**src/rtl/rcs_pkg.sv**
```systemverilog
package rcs_pkg;
    typedef enum logic [1:0] {
        MODE_AUTO     = 2'b00,
        MODE_MANUAL   = 2'b01,
        MODE_OVERRIDE = 2'b10,
        MODE_RSVD     = 2'b11
    } rcs_mode_e;
endpackage

```
**src/rtl/rcs_activity_mon.sv**
```systemverilog
module rcs_activity_mon #(
    parameter int unsigned WINDOW      = 8,
    parameter int unsigned SYNC_STAGES = 2
) (
    input  logic clk_i,
    input  logic rst_ni,
    input  logic ref_i,
    output logic bad_o
);
    localparam int unsigned CW = $clog2(WINDOW + 1);

    typedef struct packed {
        logic [SYNC_STAGES:0] pipe;   // synchronizer stages plus one delayed copy
        logic [CW-1:0]        idle;
        logic                 bad;
    } mon_st_t;

    mon_st_t st_d, st_q;
    logic    edge_seen;

    always_comb begin
        st_d      = st_q;
        st_d.pipe = {st_q.pipe[SYNC_STAGES-1:0], ref_i};
        edge_seen = st_q.pipe[SYNC_STAGES] ^ st_q.pipe[SYNC_STAGES-1];
        if (edge_seen) begin
            st_d.idle = '0;
        end else if (st_q.idle != CW'(WINDOW)) begin
            st_d.idle = st_q.idle + 1'b1;
        end
        st_d.bad = (st_q.idle == CW'(WINDOW));
    end

    always_ff @(posedge clk_i or negedge rst_ni) begin
        if (!rst_ni) st_q <= '0;
        else         st_q <= st_d;
    end

    assign bad_o = st_q.bad;
endmodule

```
**src/rtl/rcs_switch_qual.sv**
```systemverilog
module rcs_switch_qual #(
    parameter int unsigned SYNC_STAGES = 2,
    parameter int unsigned QUAL_CYCLES = 3
) (
    input  logic clk_i,
    input  logic rst_ni,
    input  logic sw_i,
    output logic level_o,
    output logic req_o
);
    localparam int unsigned QW = $clog2(QUAL_CYCLES + 1);

    typedef struct packed {
        logic [SYNC_STAGES-1:0] sync;
        logic                   armed;
        logic [QW-1:0]          cnt;
        logic                   req;
    } qual_st_t;

    qual_st_t st_d, st_q;
    logic     lvl;

    assign lvl = st_q.sync[SYNC_STAGES-1];

    always_comb begin
        st_d      = st_q;
        st_d.sync = {st_q.sync[SYNC_STAGES-2:0], sw_i};
        st_d.req  = 1'b0;
        if (!lvl) begin
            st_d.cnt   = '0;
            st_d.armed = 1'b1;
        end else if (st_q.armed) begin
            if (st_q.cnt == QW'(QUAL_CYCLES - 1)) begin
                st_d.req   = 1'b1;
                st_d.armed = 1'b0;
                st_d.cnt   = '0;
            end else begin
                st_d.cnt = st_q.cnt + 1'b1;
            end
        end
    end

    always_ff @(posedge clk_i or negedge rst_ni) begin
        if (!rst_ni) st_q <= '0;
        else         st_q <= st_d;
    end

    assign level_o = lvl;
    assign req_o   = st_q.req;
endmodule

```
**src/rtl/refclk_switchover.sv**
```systemverilog
module refclk_switchover #(
    parameter int unsigned NUM_REF     = 2,
    parameter int unsigned WINDOW      = 8,
    parameter int unsigned HOLDOFF     = 16,
    parameter int unsigned SYNC_STAGES = 2,
    parameter int unsigned QUAL_CYCLES = 3
) (
    input  logic       clk_mon_i,
    input  logic       rst_ni,
    input  logic [1:0] ref_clk_i,
    input  logic [1:0] mode_i,
    input  logic       clkswitch_i,
    output logic       clk_o,
    output logic       activeclk_o,
    output logic [1:0] sel_en_o,
    output logic [1:0] clkbad_o
);
    import rcs_pkg::*;

    localparam int unsigned HW = $clog2(HOLDOFF + 1);

    typedef struct packed {
        logic          sel;
        logic [1:0]    en;
        logic [HW-1:0] holdoff;
    } top_st_t;

    top_st_t   st_d, st_q;
    logic [1:0] bad;
    logic       sw_level;
    logic       sw_req;
    logic       man_ok, auto_ok, flip;
    rcs_mode_e  mode;

    for (genvar g = 0; g < NUM_REF; g++) begin : g_mon
        rcs_activity_mon #(
            .WINDOW      (WINDOW),
            .SYNC_STAGES (SYNC_STAGES)
        ) u_mon (
            .clk_i  (clk_mon_i),
            .rst_ni (rst_ni),
            .ref_i  (ref_clk_i[g]),
            .bad_o  (bad[g])
        );
    end

    rcs_switch_qual #(
        .SYNC_STAGES (SYNC_STAGES),
        .QUAL_CYCLES (QUAL_CYCLES)
    ) u_qual (
        .clk_i   (clk_mon_i),
        .rst_ni  (rst_ni),
        .sw_i    (clkswitch_i),
        .level_o (sw_level),
        .req_o   (sw_req)
    );

    always_comb begin
        mode    = rcs_mode_e'(mode_i);
        man_ok  = (mode != MODE_AUTO);
        auto_ok = (mode == MODE_AUTO) || ((mode == MODE_OVERRIDE) && !sw_level);
        flip    = (man_ok && sw_req) ||
                  (auto_ok && (st_q.holdoff == '0) && bad[st_q.sel]);

        st_d     = st_q;
        st_d.sel = st_q.sel ^ flip;
        st_d.en  = st_d.sel ? 2'b10 : 2'b01;
        if (flip) begin
            st_d.holdoff = HW'(HOLDOFF);
        end else if (st_q.holdoff != '0) begin
            st_d.holdoff = st_q.holdoff - 1'b1;
        end
    end

    always_ff @(posedge clk_mon_i or negedge rst_ni) begin
        if (!rst_ni) begin
            st_q.sel     <= 1'b0;
            st_q.en      <= 2'b01;
            st_q.holdoff <= '0;
        end else begin
            st_q <= st_d;
        end
    end

    assign clk_o       = |(ref_clk_i & st_q.en);
    assign activeclk_o = st_q.sel;
    assign sel_en_o    = st_q.en;
    assign clkbad_o    = bad;
endmodule

```
**config.mk**
```make
export PLATFORM = sky130hd
export DESIGN_NAME = refclk_switchover
export DESIGN_NICKNAME = d
export VERILOG_FILES = /design/src/rtl/rcs_pkg.sv /design/src/rtl/rcs_activity_mon.sv /design/src/rtl/rcs_switch_qual.sv /design/src/rtl/refclk_switchover.sv
export SDC_FILE = /design/constraint.sdc
export NUM_CORES = 1
export LEC_CHECK = 0
export ABC_AREA = 1
export ABC_CLOCK_PERIOD_IN_PS = 2400
export BUFFER_PORTS_ARGS = -buffer_cell sky130_fd_sc_hd__buf_2
export CELL_PAD_IN_SITES_DETAIL_PLACEMENT = 1
export CELL_PAD_IN_SITES_GLOBAL_PLACEMENT = 2
export CORE_MARGIN = 2
export CORE_UTILIZATION = 37
export CTS_CLUSTER_SIZE = 30
export DETAILED_ROUTE_END_ITERATION = 6
export PLACE_DENSITY = 0.78
export SLEW_MARGIN = 30
export SYNTH_ARGS = -nofsm -noshare
export SYNTH_HDL_FRONTEND = slang
export SYNTH_HIERARCHICAL = 1
export SYNTH_SLANG_ARGS = --single-unit
```
**constraint.sdc**
```tcl
create_clock -name clk_mon_i -period 2.4 [get_ports clk_mon_i]
set_clock_uncertainty 0.15 [all_clocks]
set_input_delay 0.36 -clock clk_mon_i [delete_from_list [all_inputs] [get_ports clk_mon_i]]
set_output_delay 0.36 -clock clk_mon_i [all_outputs]
set_load 0.05 [all_outputs]
```
==> results.sh <==
export IMPL_outcome="finished clean"
export IMPL_arrival_ns=1.23
export IMPL_layout_commonest_cell="nand2_1"
export IMPL_ys_ff_latch=29
export IMPL_rsz0062_at_grt="no"
export IMPL_synth_simple_area_share_pct=29.4
export IMPL_dp_hpwl_um=2070
export IMPL_worstSetupPathType="flop to output pin"
export IMPL_io_buffers=12
export IMPL_grtUsageMet1_pct=17.1
export IMPL_drive_gt1_share_pct=18.5
export IMPL_ys_types=22
export IMPL_fin_crit_ns=1.74
export IMPL_placed_area_um2=1510
export IMPL_finalHoldViolCount=0
export IMPL_netlist_top_cells_area="dfrtp_1 50%, nand2_1 10%, inv_1 8.3%"
export IMPL_ctsResizeCount=0
export IMPL_cts_root_buf="clkbuf_8"
export IMPL_gp_congestion=0.736
export IMPL_ys_warn_count=6
export IMPL_tightest_slew_ns=0.644
export IMPL_required_ns=1.89
export IMPL_synth_top_area_share_pct=49.8
export IMPL_final_cell_mix="39 x nand2_1, 31 x inv_1, 28 x dfrtp_1"
export IMPL_vias=1053
export IMPL_cts_max_level=2
export IMPL_synth_compound_area_share_pct=4.27
export IMPL_dp_worst_setup_slack_ns=0.946
export IMPL_dr_pass1_iters=4
export IMPL_cts_clk_slew_worst_paths_ns=0.06
export IMPL_clk_path_buf_depth=2
export IMPL_peakVddDrop_mv=0.375
export IMPL_design_area_um2=1610
export IMPL_numCtsBuffers=5
export IMPL_grt_util_all_layers_pct=15.1
export IMPL_nNetsFinal=195
export IMPL_num_fill_cells=450
export IMPL_cts_hold_buf=1
export IMPL_drc=0
export IMPL_num_antenna_cells=0
export IMPL_cts_setup_buffers=0
export IMPL_power_density_nw_per_um2=971
export IMPL_synth_top_family_by_area="simple AND/OR/NAND/NOR gates"
export IMPL_cts_tree="built"
export IMPL_initialDrtViolationCount=30
export IMPL_synth_area_um2=1410
export IMPL_p_leak_nw=0.864
export IMPL_syn_to_final_growth_pct=14.6
export IMPL_setup_tns_ns=0
export IMPL_yosys_mux_area_fraction_pct=0
export IMPL_die_width_um=65.7
export IMPL_core_area_um2=3660
export IMPL_cp_start_kind="flop"
export IMPL_grt_pass1_wl_um=4920
export IMPL_cp_end_kind="output pin"
export IMPL_hold_slack_ns=0.0496
export IMPL_grt_busiest_layer="met2"
export IMPL_start_util_pct=38.4
export IMPL_slew_violations=0
export IMPL_synth_avg_cell_area_um2=8.53
export IMPL_synth_xor_area_share_pct=0.622
export IMPL_setup_viol=0
export IMPL_hp_class="input port to flop"
export IMPL_die_h_um=65.7
export IMPL_grt_max_degree=30
export IMPL_post_route_period_util_pct=72.4
export IMPL_drv_cap=0
export IMPL_layout_setup_ws_ns=0.663
export IMPL_synth_top_cell_by_area="dfrtp_1"
export IMPL_io_pins=13
export IMPL_slew_headroom_pct=57.1
export IMPL_synthAdderAreaFrac_pct=4.44
export IMPL_crit_path_max_fanout=8
export IMPL_grt_pass1_vias=1161
export IMPL_post_drt_wl_per_cell_um=11.4
export IMPL_grt_overflow=0
export IMPL_routed_wl_um=2640
export IMPL_cts_sinks=29
export IMPL_synth_cells=165
export IMPL_syn_nets=177
export IMPL_clk_latency_ns=0.27
export IMPL_synth_seq_area_share_pct=51.6
export IMPL_die_area_um2=4310
export IMPL_viasPerCell=4.54
export IMPL_grt_antenna_before_repair=0
export IMPL_fmax_mhz=576
export IMPL_row_count=22
export IMPL_antenna_left=0
export IMPL_grt_use_met2_pct=26.9
export IMPL_use_met3_pct=3.77
[layout make-up]
type / instances / area, um2 / area share [%]
multi-input cells: 102 / 546 / 33.8
clock buffers: 8 / 90.1 / 5.59
well taps: 48 / 60.1 / 3.72
repair buffers: 13 / 70.1 / 4.34
flip-flops and latches: 29 / 727 / 45.1
inverters: 32 / 120 / 7.45
[metrics by stage]
stage,total power [mW],util [%],std cells
2_1_floorplan,1.08,-,165
3_3_place_gp,1.16,41.3,223
3_5_place_dp,1.19,41.3,223
4_1_cts,1.60,44.1,232
5_1_grt,1.70,44.1,232
6_report,1.57,44.1,232
[worst max-delay path, cell delays in order, from the launching register on]
cell and delay [ns]:
dfrtp_1 0.51, a22o_2 0.20, buf_2 0.25
[cells by family after synthesis]
kind of cell | after synthesis
and+or+nand+nor | 89
buffers and inverters | 34
DFF | 29
AOI/OAI and AO/OA | 7
adders and majority gates | 5
xor gates and xnor gates | 1
[power breakdown]
group / internal, mW / total (mW) / switching (mW)
registers: 0.580 / 0.663 / 0.0827
logic: 0.162 / 0.507 / 0.345
clock network: 0.233 / 0.396 / 0.163
[layer usage]
metal / vias to the layer above / routed length [um]
li1: 541 / -
met1: 501 / 1180
met2: 9 / 1360
met3: 2 / 77
met4: 0 / 14
met5: - / 0
[sequential cells by signal, summed over array words and instances (netlist names)]
| name | count |
|---|---|
| g_mon.u_mon/bad_o | 2 |
| u_qual/st_d | 1 |
| u_qual/req_o | 1 |
| u_qual/level_o | 1 |
| g_mon.u_mon/st_q | 10 |
| u_qual/st_q | 3 |
| g_mon.u_mon/st_d | 4 |
| st_q | 5 |
| sel_en_o | 2 |
[path summary, 6_finish.rpt]
| kind | startpoint | endpoint | slack (ns) | cells past startpoint |
|---|---|---|---|---|
| setup / recovery | sel_en_o[1] | clk_o | 0.66 | 2 |
| hold / removal | clkswitch_i | u_qual/st_d[5] | 0.05 | 1 |
| setup reg to reg | st_q[0] | st_q[0] | 0.96 | 5 |
| hold reg to reg | u_qual/st_d[5] | u_qual/level_o | 0.20 | 0 |
| max in group asynchronous | rst_ni | g_mon[1].u_mon/st_q[2] | 1.17 | 2 |
| min in group asynchronous | rst_ni | g_mon[0].u_mon/st_q[3] | 0.51 | 2 |
[synthesized netlist by cell type]
cell      instances
a21boi_0          1
a21oi_1           2
a22o_2            1
buf_4             2
dfrtp_1          28
dfstp_2           1
ha_1              5
inv_1            31
inv_2             1
nand2_1          39
nand2_2           5
nand3_1          19
nand3_2           2
nand3_4           1
nand4_1           2
nor2_1           18
nor2_2            2
nor2_4            1
o21ai_1           1
o21ai_2           1
o21bai_4          1
xor2_1            1
No activity file was read; power rests on OpenSTA's default activity.
